<file path="config.mk">
export PLATFORM = sky130hd
export DESIGN_NAME = irqvec_unit
export DESIGN_NICKNAME = d
export VERILOG_FILES = /design/src/rtl/irqvec_pkg.sv /design/src/rtl/irqvec_regs.sv /design/src/rtl/irqvec_arb.sv /design/src/rtl/irqvec_resp.sv /design/src/rtl/irqvec_unit.sv
export SDC_FILE = /design/constraint.sdc
export NUM_CORES = 1
export LEC_CHECK = 0
export BUFFER_PORTS_ARGS = -buffer_cell sky130_fd_sc_hd__buf_2
export CAP_MARGIN = 15
export CORE_ASPECT_RATIO = 2
export CORE_UTILIZATION = 32
export CTS_CLUSTER_DIAMETER = 150
export DETAILED_ROUTE_END_ITERATION = 16
export SYNTH_ARGS = -nofsm -noshare
export SYNTH_HDL_FRONTEND = slang
export SYNTH_SLANG_ARGS = --single-unit
</file>
<file path="constraint.sdc">
create_clock -name clk -period 1.87 [get_ports clk]
set_input_delay 0.374 -clock clk [delete_from_list [all_inputs] [get_ports clk]]
set_output_delay 0.374 -clock clk [all_outputs]
set_load 0.02 [all_outputs]
</file>
<file path="src/rtl/irqvec_pkg.sv">
package irqvec_pkg;
    localparam int LVL_W     = 3;
    localparam int NUM_LINES = (1 << LVL_W) - 1;
    localparam int VEC_W     = 8;
    localparam int DATA_W    = 8;
    localparam int ADDR_W    = 2;
    localparam logic [VEC_W-1:0] VEC_RESET = 8'h0F;

    localparam logic [ADDR_W-1:0] A_LVL_SYNC  = 2'd0;
    localparam logic [ADDR_W-1:0] A_LVL_ASYNC = 2'd1;
    localparam logic [ADDR_W-1:0] A_VECTOR    = 2'd2;

    typedef logic [LVL_W-1:0]   lvl_t;
    typedef logic [VEC_W-1:0]   vec_t;
    typedef logic [VEC_W-2:0]   vec_hi_t;
    typedef logic [NUM_LINES-1:0] lines_t;

    typedef enum logic [1:0] {
        SRC_NONE  = 2'd0,
        SRC_SYNC  = 2'd1,
        SRC_ASYNC = 2'd2
    } src_t;

    typedef struct packed {
        src_t src;
        lvl_t level;
    } grant_t;

    function automatic lines_t level_to_lines(lvl_t l);
        lines_t m;
        m = '0;
        for (int i = 1; i <= NUM_LINES; i++) begin
            if (l == lvl_t'(i)) m[i-1] = 1'b1;
        end
        return m;
    endfunction
endpackage

</file>
<file path="src/rtl/irqvec_regs.sv">
module irqvec_regs
    import irqvec_pkg::*;
(
    input  logic              clk,
    input  logic              rst,
    input  logic              wr,
    input  logic [ADDR_W-1:0] addr,
    input  logic [DATA_W-1:0] wdata,
    output logic [DATA_W-1:0] rdata,
    output lvl_t              lvl_sync,
    output lvl_t              lvl_async,
    output vec_hi_t           vec_hi
);
    always_ff @(posedge clk) begin
        if (rst) begin
            lvl_sync  <= '0;
            lvl_async <= '0;
            vec_hi    <= VEC_RESET[VEC_W-1:1];
        end else if (wr) begin
            case (addr)
                A_LVL_SYNC:  lvl_sync  <= wdata[LVL_W-1:0];
                A_LVL_ASYNC: lvl_async <= wdata[LVL_W-1:0];
                A_VECTOR:    vec_hi    <= wdata[VEC_W-1:1];
                default: ;
            endcase
        end
    end

    always_comb begin
        rdata = '0;
        case (addr)
            A_LVL_SYNC:  rdata[LVL_W-1:0] = lvl_sync;
            A_LVL_ASYNC: rdata[LVL_W-1:0] = lvl_async;
            A_VECTOR:    rdata[VEC_W-1:0] = {vec_hi, 1'b1};
            default:     rdata = '0;
        endcase
    end
endmodule

</file>
<file path="src/rtl/irqvec_arb.sv">
module irqvec_arb
    import irqvec_pkg::*;
(
    input  lvl_t   lvl_sync,
    input  lvl_t   lvl_async,
    input  logic   pend_sync,
    input  logic   pend_async,
    output grant_t grant
);
    logic act_s, act_a;

    always_comb begin
        act_s = pend_sync  && (lvl_sync  != '0);
        act_a = pend_async && (lvl_async != '0);
        if (act_s && (!act_a || lvl_sync >= lvl_async)) begin
            grant.src   = SRC_SYNC;
            grant.level = lvl_sync;
        end else if (act_a) begin
            grant.src   = SRC_ASYNC;
            grant.level = lvl_async;
        end else begin
            grant.src   = SRC_NONE;
            grant.level = '0;
        end
    end
endmodule

</file>
<file path="src/rtl/irqvec_resp.sv">
module irqvec_resp
    import irqvec_pkg::*;
(
    input  logic    clk,
    input  logic    rst,
    input  logic    iack,
    input  lvl_t    iack_level,
    input  lvl_t    lvl_sync,
    input  lvl_t    lvl_async,
    input  logic    pend_sync,
    input  logic    pend_async,
    input  vec_hi_t vec_hi,
    output logic    vec_valid,
    output vec_t    vec_out
);
    src_t hit;

    always_comb begin
        hit = SRC_NONE;
        if (pend_sync && lvl_sync != '0 && lvl_sync == iack_level)
            hit = SRC_SYNC;
        else if (pend_async && lvl_async != '0 && lvl_async == iack_level)
            hit = SRC_ASYNC;
    end

    always_ff @(posedge clk) begin
        if (rst) begin
            vec_valid <= 1'b0;
            vec_out   <= '0;
        end else begin
            vec_valid <= iack && (hit != SRC_NONE);
            if (iack && hit != SRC_NONE)
                vec_out <= {vec_hi, (hit == SRC_SYNC)};
        end
    end
endmodule

</file>
<file path="src/rtl/irqvec_unit.sv">
module irqvec_unit
    import irqvec_pkg::*;
(
    input  logic              clk,
    input  logic              rst,
    input  logic              reg_wr,
    input  logic [ADDR_W-1:0] reg_addr,
    input  logic [DATA_W-1:0] reg_wdata,
    output logic [DATA_W-1:0] reg_rdata,
    input  logic              pend_sync,
    input  logic              pend_async,
    output logic [NUM_LINES-1:0] irq_n,
    input  logic              iack,
    input  logic [LVL_W-1:0]  iack_level,
    output logic              vec_valid,
    output logic [VEC_W-1:0]  vec_out
);
    lvl_t    lvl_sync, lvl_async;
    vec_hi_t vec_hi;
    grant_t  grant;
    lines_t  line_sel;

    irqvec_regs u_regs (
        .clk(clk), .rst(rst), .wr(reg_wr), .addr(reg_addr),
        .wdata(reg_wdata), .rdata(reg_rdata),
        .lvl_sync(lvl_sync), .lvl_async(lvl_async), .vec_hi(vec_hi)
    );

    irqvec_arb u_arb (
        .lvl_sync(lvl_sync), .lvl_async(lvl_async),
        .pend_sync(pend_sync), .pend_async(pend_async),
        .grant(grant)
    );

    irqvec_resp u_resp (
        .clk(clk), .rst(rst), .iack(iack), .iack_level(iack_level),
        .lvl_sync(lvl_sync), .lvl_async(lvl_async),
        .pend_sync(pend_sync), .pend_async(pend_async),
        .vec_hi(vec_hi), .vec_valid(vec_valid), .vec_out(vec_out)
    );

    assign line_sel = level_to_lines(grant.level);

    for (genvar k = 0; k < NUM_LINES; k++) begin : g_line
        always_ff @(posedge clk) begin
            if (rst) irq_n[k] <= 1'b1;
            else     irq_n[k] <= ~line_sel[k];
        end
    end
endmodule

</file>
After elaboration in Yosys (flattened, before gate mapping):

Cells that the tools add are included.

* add/sub/neg operators: 0
* multipliers: 0
* divide/modulo/power cells: 0
* order comparisons: 1
* eq/ne operators: 12
* shifts and indexed selects: 0
* muxes and demuxes: 13
* bitwise logic cells: 7
* reductions and logical operators: 15

Operator list (number)
* $eq 3x3->1 const B: 4
* $pmux 3 s3: 1
* $mux 1: 7
* $not 1->1: 7
* $eq 3x2->1 const B: 2
* $eq 3x3->1: 2
* $logic_and 1x1->1: 6
* $mux 3: 2
* $reduce_and 2->1: 3
* $reduce_bool 3->1: 2
* $mux 5: 1
* $eq 2x1->1 const B: 2
* $mux 2: 2
* $eq 3x1->1 const B: 1
* $ge 3x3->1: 1
* $eq 2x2->1 const B: 1
* $logic_not 2->1: 1
* $reduce_bool 2->1: 1
* $logic_not 1->1: 1
* $logic_or 1x1->1: 1

* register bits: 29
* latch bits: 0
* RAM bits: 0
* bits in read-only memories: 0
* input port bits: 19
* output and inout port bits: 24
* word-level logic and storage cells: 60
* memories: 0

Longest topological paths before layout:

* depth after elaboration: 9
* mapped depth: 9
* gate-level depth less buffers: 7

Cells and area by module:

From an unflattened synthesis, not the netlist that was laid out.

* cell total of the unflattened synthesis: 158
* area total of the unflattened synthesis: 1571.5 µm²

Modules (own cells, without submodules)
* irqvec_regs: times used 1, cells an instance 69, area an instance 665.6 µm², seq. area each 260.2 µm²
* irqvec_resp: times used 1, cells an instance 50, area an instance 530.5 µm², seq. area each 180.2 µm²
* irqvec_unit: times used 1, cells an instance 14, area an instance 212.7 µm², seq. area each 140.1 µm²
* irqvec_arb: times used 1, cells an instance 25, area an instance 162.7 µm², seq. area each 0.0 µm²

Worst setup path after synthesis:

No wires, ideal clock.

* path kind: input to output
* from: input reg_addr[0]
* to: output reg_rdata[1]
* arrival time: 1.374 ns
* required time: 1.496 ns
* setup slack: 0.122 ns
* cell stages on the path: 5
* path buffers: 2
* path through: clkbuf_1 -> nor2b_1 -> clkbuf_1 -> nand2_1 -> o21ai_0

* longest elaborated chain between the ends: 2
* elaborated cells on any way between the ends: 4
* those cells by class: 2 x eq/ne; 1 x mux; 1 x reduce/logical

Ends and longest elaborated chain
* start: declaration: line irqvec_unit.sv:7 `input logic [ADDR_W-1:0] reg_addr,`
* $eq 2x2->1 (tied with other cells): line irqvec_regs.sv:31 `case (addr)`
* $pmux 3 s3 *: line irqvec_regs.sv:31
* end: declaration: line irqvec_unit.sv:9 `output logic [DATA_W-1:0] reg_rdata,`

Every way passes the cells marked *; elsewhere a longest branch is shown, timed or not.

Worst setup path after layout:

* from: register u_regs.lvl_sync[1]
* to: output reg_rdata[1]

* longest elaborated chain between the ends: 1

Ends and longest elaborated chain
* start: declaration: line irqvec_regs.sv:10 `output lvl_t lvl_sync,`
* start signal: assignment: line irqvec_regs.sv:21 `A_LVL_SYNC: lvl_sync <= wdata[LVL_W-1:0];`
* $pmux 3 s3: line irqvec_regs.sv:31

Every way passes these cells.

==> results.cfg <==
[logic_synthesis]
async_reset_ff_frac = 0
synth-seq-area-share = 0.3942
synth-main-ff-cell = dfxtp_1
yosys.area.top_type = dfxtp_1
synth_edf_count = 0
synthTopCellsByCount = dfxtp_1, nor2_1, mux2i_1
yosysWarnings = 0
yosysTopAreaCellShare = 0.3942
syn_avg_cell_area_um2 = 9.035
synth_area_leaders = dfxtp_1, mux2i_1, nor2_1, buf_6, nand3_1
synth_cells = 163
synth_nets = 185
post-synth-top-count-cell = dfxtp_1
syn_area_um2 = 1473
ys_types = 28
ys_seq_elements = 29

[worst_setup_path]
cp-start-kind = flop
worstPathCellList = buf_4 > mux2i_1 > o21ai_0 > buf_2
crit_buf_inv = 2
setup.worst_path.end_class = primary output
cp.required_ps = 1500
cp.arrival_ps = 1380
worstPathMaxFanout = 5
crit_slowest_cell = dfxtp_1
path_class = reg -> out
critical_path.max_stage_delay_ps = 490
crit_family = flip-flops

[floorplan]
dieArea_um2 = 4894
io_pins = 43
initial_core_util = 0.3361
die_h_um = 97.94
fp-row-count = 34
core_area_um2 = 4382
die_w_um = 49.97

[timing]
finalMaxSlewViolations = 0
hold_ws_ps = 337.6
slew-limit-headroom = 0.7246
setup_violations = 0
fin_tns_setup_ps = 0
fmax_mhz = 571.0
fin_skew_ps = 9.941
finalWorstSetupSlack_ps = 118.6
finalHoldViolations = 0
post-route-period-util = 0.9366
worstMarginPinSlew_ps = 413.0
rsz0062_at_grt = no
period_needed_ps = 1751

[final_layout]
insertedDiodeCount = 0
area_growth_pct = 23.11
fin_cells = 264
drive_gt1_frac = 0.3286
nNetsFinal = 231

[flow_run]
cap_violations = 0

[routing]
drt-total-wl_um = 3309
ant_nets = 0
wire_per_inst_um = 12.53
viasPerCell = 4.712
drt_iter0_markers = 21
drtPass1Iterations = 4
vias = 1244
drc = 0

[place]
dp_hpwl_um = 2565
dpl.cell_count = 256
place_congestion = 0.8690
numPortBuffers = 42
pre_cts_ws_ps = 116.6

[grt]
track_usage = 0.1564
first_global_vias = 1308
grt_max_degree = 22
grt_antenna_before_repair = 0
grt_pass1_wl_um = 5692
overflow = 0

[clock_network]
clock_path_buffers = 2
cts_tree = yes
cts_buffers = 5
cts_root_buf = clkbuf_8
htree_levels = 2
clock_sinks = 29
insertion_delay_ps = 280
clk_pin_slew_ps = 70

[outcome]
status = finished clean

[power]
p_total_w = 0.001306
powerDensity_nw_per_um2 = 720.5
leakage_nw = 0.8172
ir_drop_mv = 0.5382

[worst_hold_path]
hold_path_class = in -> reg
## metal layers
layer / vias up / wire (um) / GRT usage
li1: 635 / - / -
met1: 561 / 1189 / 0.1394
met2: 39 / 1834 / 0.2931
met3: 9 / 158 / 0.04050
met4: 0 / 127 / 0.1011
met5: - / 0 / 0
## cells by family after synthesis
family	share of synthesized area
compound gates	0.08411
flops	0.3942
simple gates	0.2303
mux	0.1427
xor+xnor	0.05098
buf+inv	0.07221
fa+ha+maj	0.02549
## power breakdown
part	internal, W	switching, W	total (W)
Clock	0.000256	0.000245	0.000501
Combinational	0.0000700	0.0000911	0.000161
Sequential	0.000631	0.0000134	0.000644
## tightest hold or removal path, delay by kind of cell
kind / cells / cell delay (ps)
buf+inv: 1 / 80
simple gates: 2 / 120
## final cells by class
type	count	area [um^2]
Sequential cell	29	583.1
Clock buffer	5	68.82
Multi-Input combinational cell	118	787.0
Inverter	5	18.77
Timing Repair Buffer	50	270.3
Tap cell	54	67.56
Fill cell	467	2569
Clock inverter	3	17.52
## repair_timing
| item | CTS | global route |
|---|---|---|
| hold buffers | 0 | 0 |
| endpoints found under the setup margin | 0 | 8 |
| gates resized for setup | 0 | 3 |
| buffers inserted | 0 | 0 |
## worst paths after layout
path	start	end	slack, ps	cells past startpoint
max	u_regs.lvl_sync[1]$_SDFFE_PP0P_	reg_rdata[1]	120	4
min	reg_wdata[3]	u_regs.vec_hi[2]$_SDFFE_PP1P_	340	3
max reg2reg	u_regs.lvl_async[0]$_SDFFE_PP0P_	u_resp.vec_out[2]$_SDFFE_PP0P_	240	5
min reg2reg	u_regs.vec_hi[5]$_SDFFE_PP0P_	u_regs.vec_hi[5]$_SDFFE_PP0P_	470	2
## layout by cell type, fill, tap and decap left out, drive strengths merged
| cell type | n |
|---|---|
| dfxtp | 29 |
| nor2 | 24 |
| nor3 | 6 |
| mux2i | 21 |
| nand2b | 3 |
| clkbuf | 5 |
| a21boi | 1 |
| o22ai | 1 |
| nand3 | 12 |
| nand4 | 2 |
| o31ai | 2 |
| inv | 5 |
| nand2 | 15 |
| o21ai | 4 |
| a21oi | 7 |
| nand3b | 1 |
| ha | 3 |
| or2 | 1 |
| nor3b | 1 |
| nor2b | 1 |
| a21o | 1 |
| clkinv | 2 |
| clkinvlp | 1 |
| buf | 50 |
| and2 | 6 |
| xnor2 | 6 |
## state kept, by name (all words and copies together), names as in the netlist
name and flops:
u_regs.lvl_async 3, u_resp.vec_out 8, u_regs.lvl_sync 3, u_regs.vec_hi 7
irq_n 7, u_resp.vec_valid 1
## per-stage QoR
stage | util | area [um^2]
2_1_floorplan | - | 1473
3_3_place_gp | 0.3932 | 1723
3_5_place_dp | 0.3932 | 1723
4_1_cts | 0.4129 | 1809
5_1_grt | 0.4138 | 1813
6_report | 0.4138 | 1813
Power figures use the tool's default switching activity.
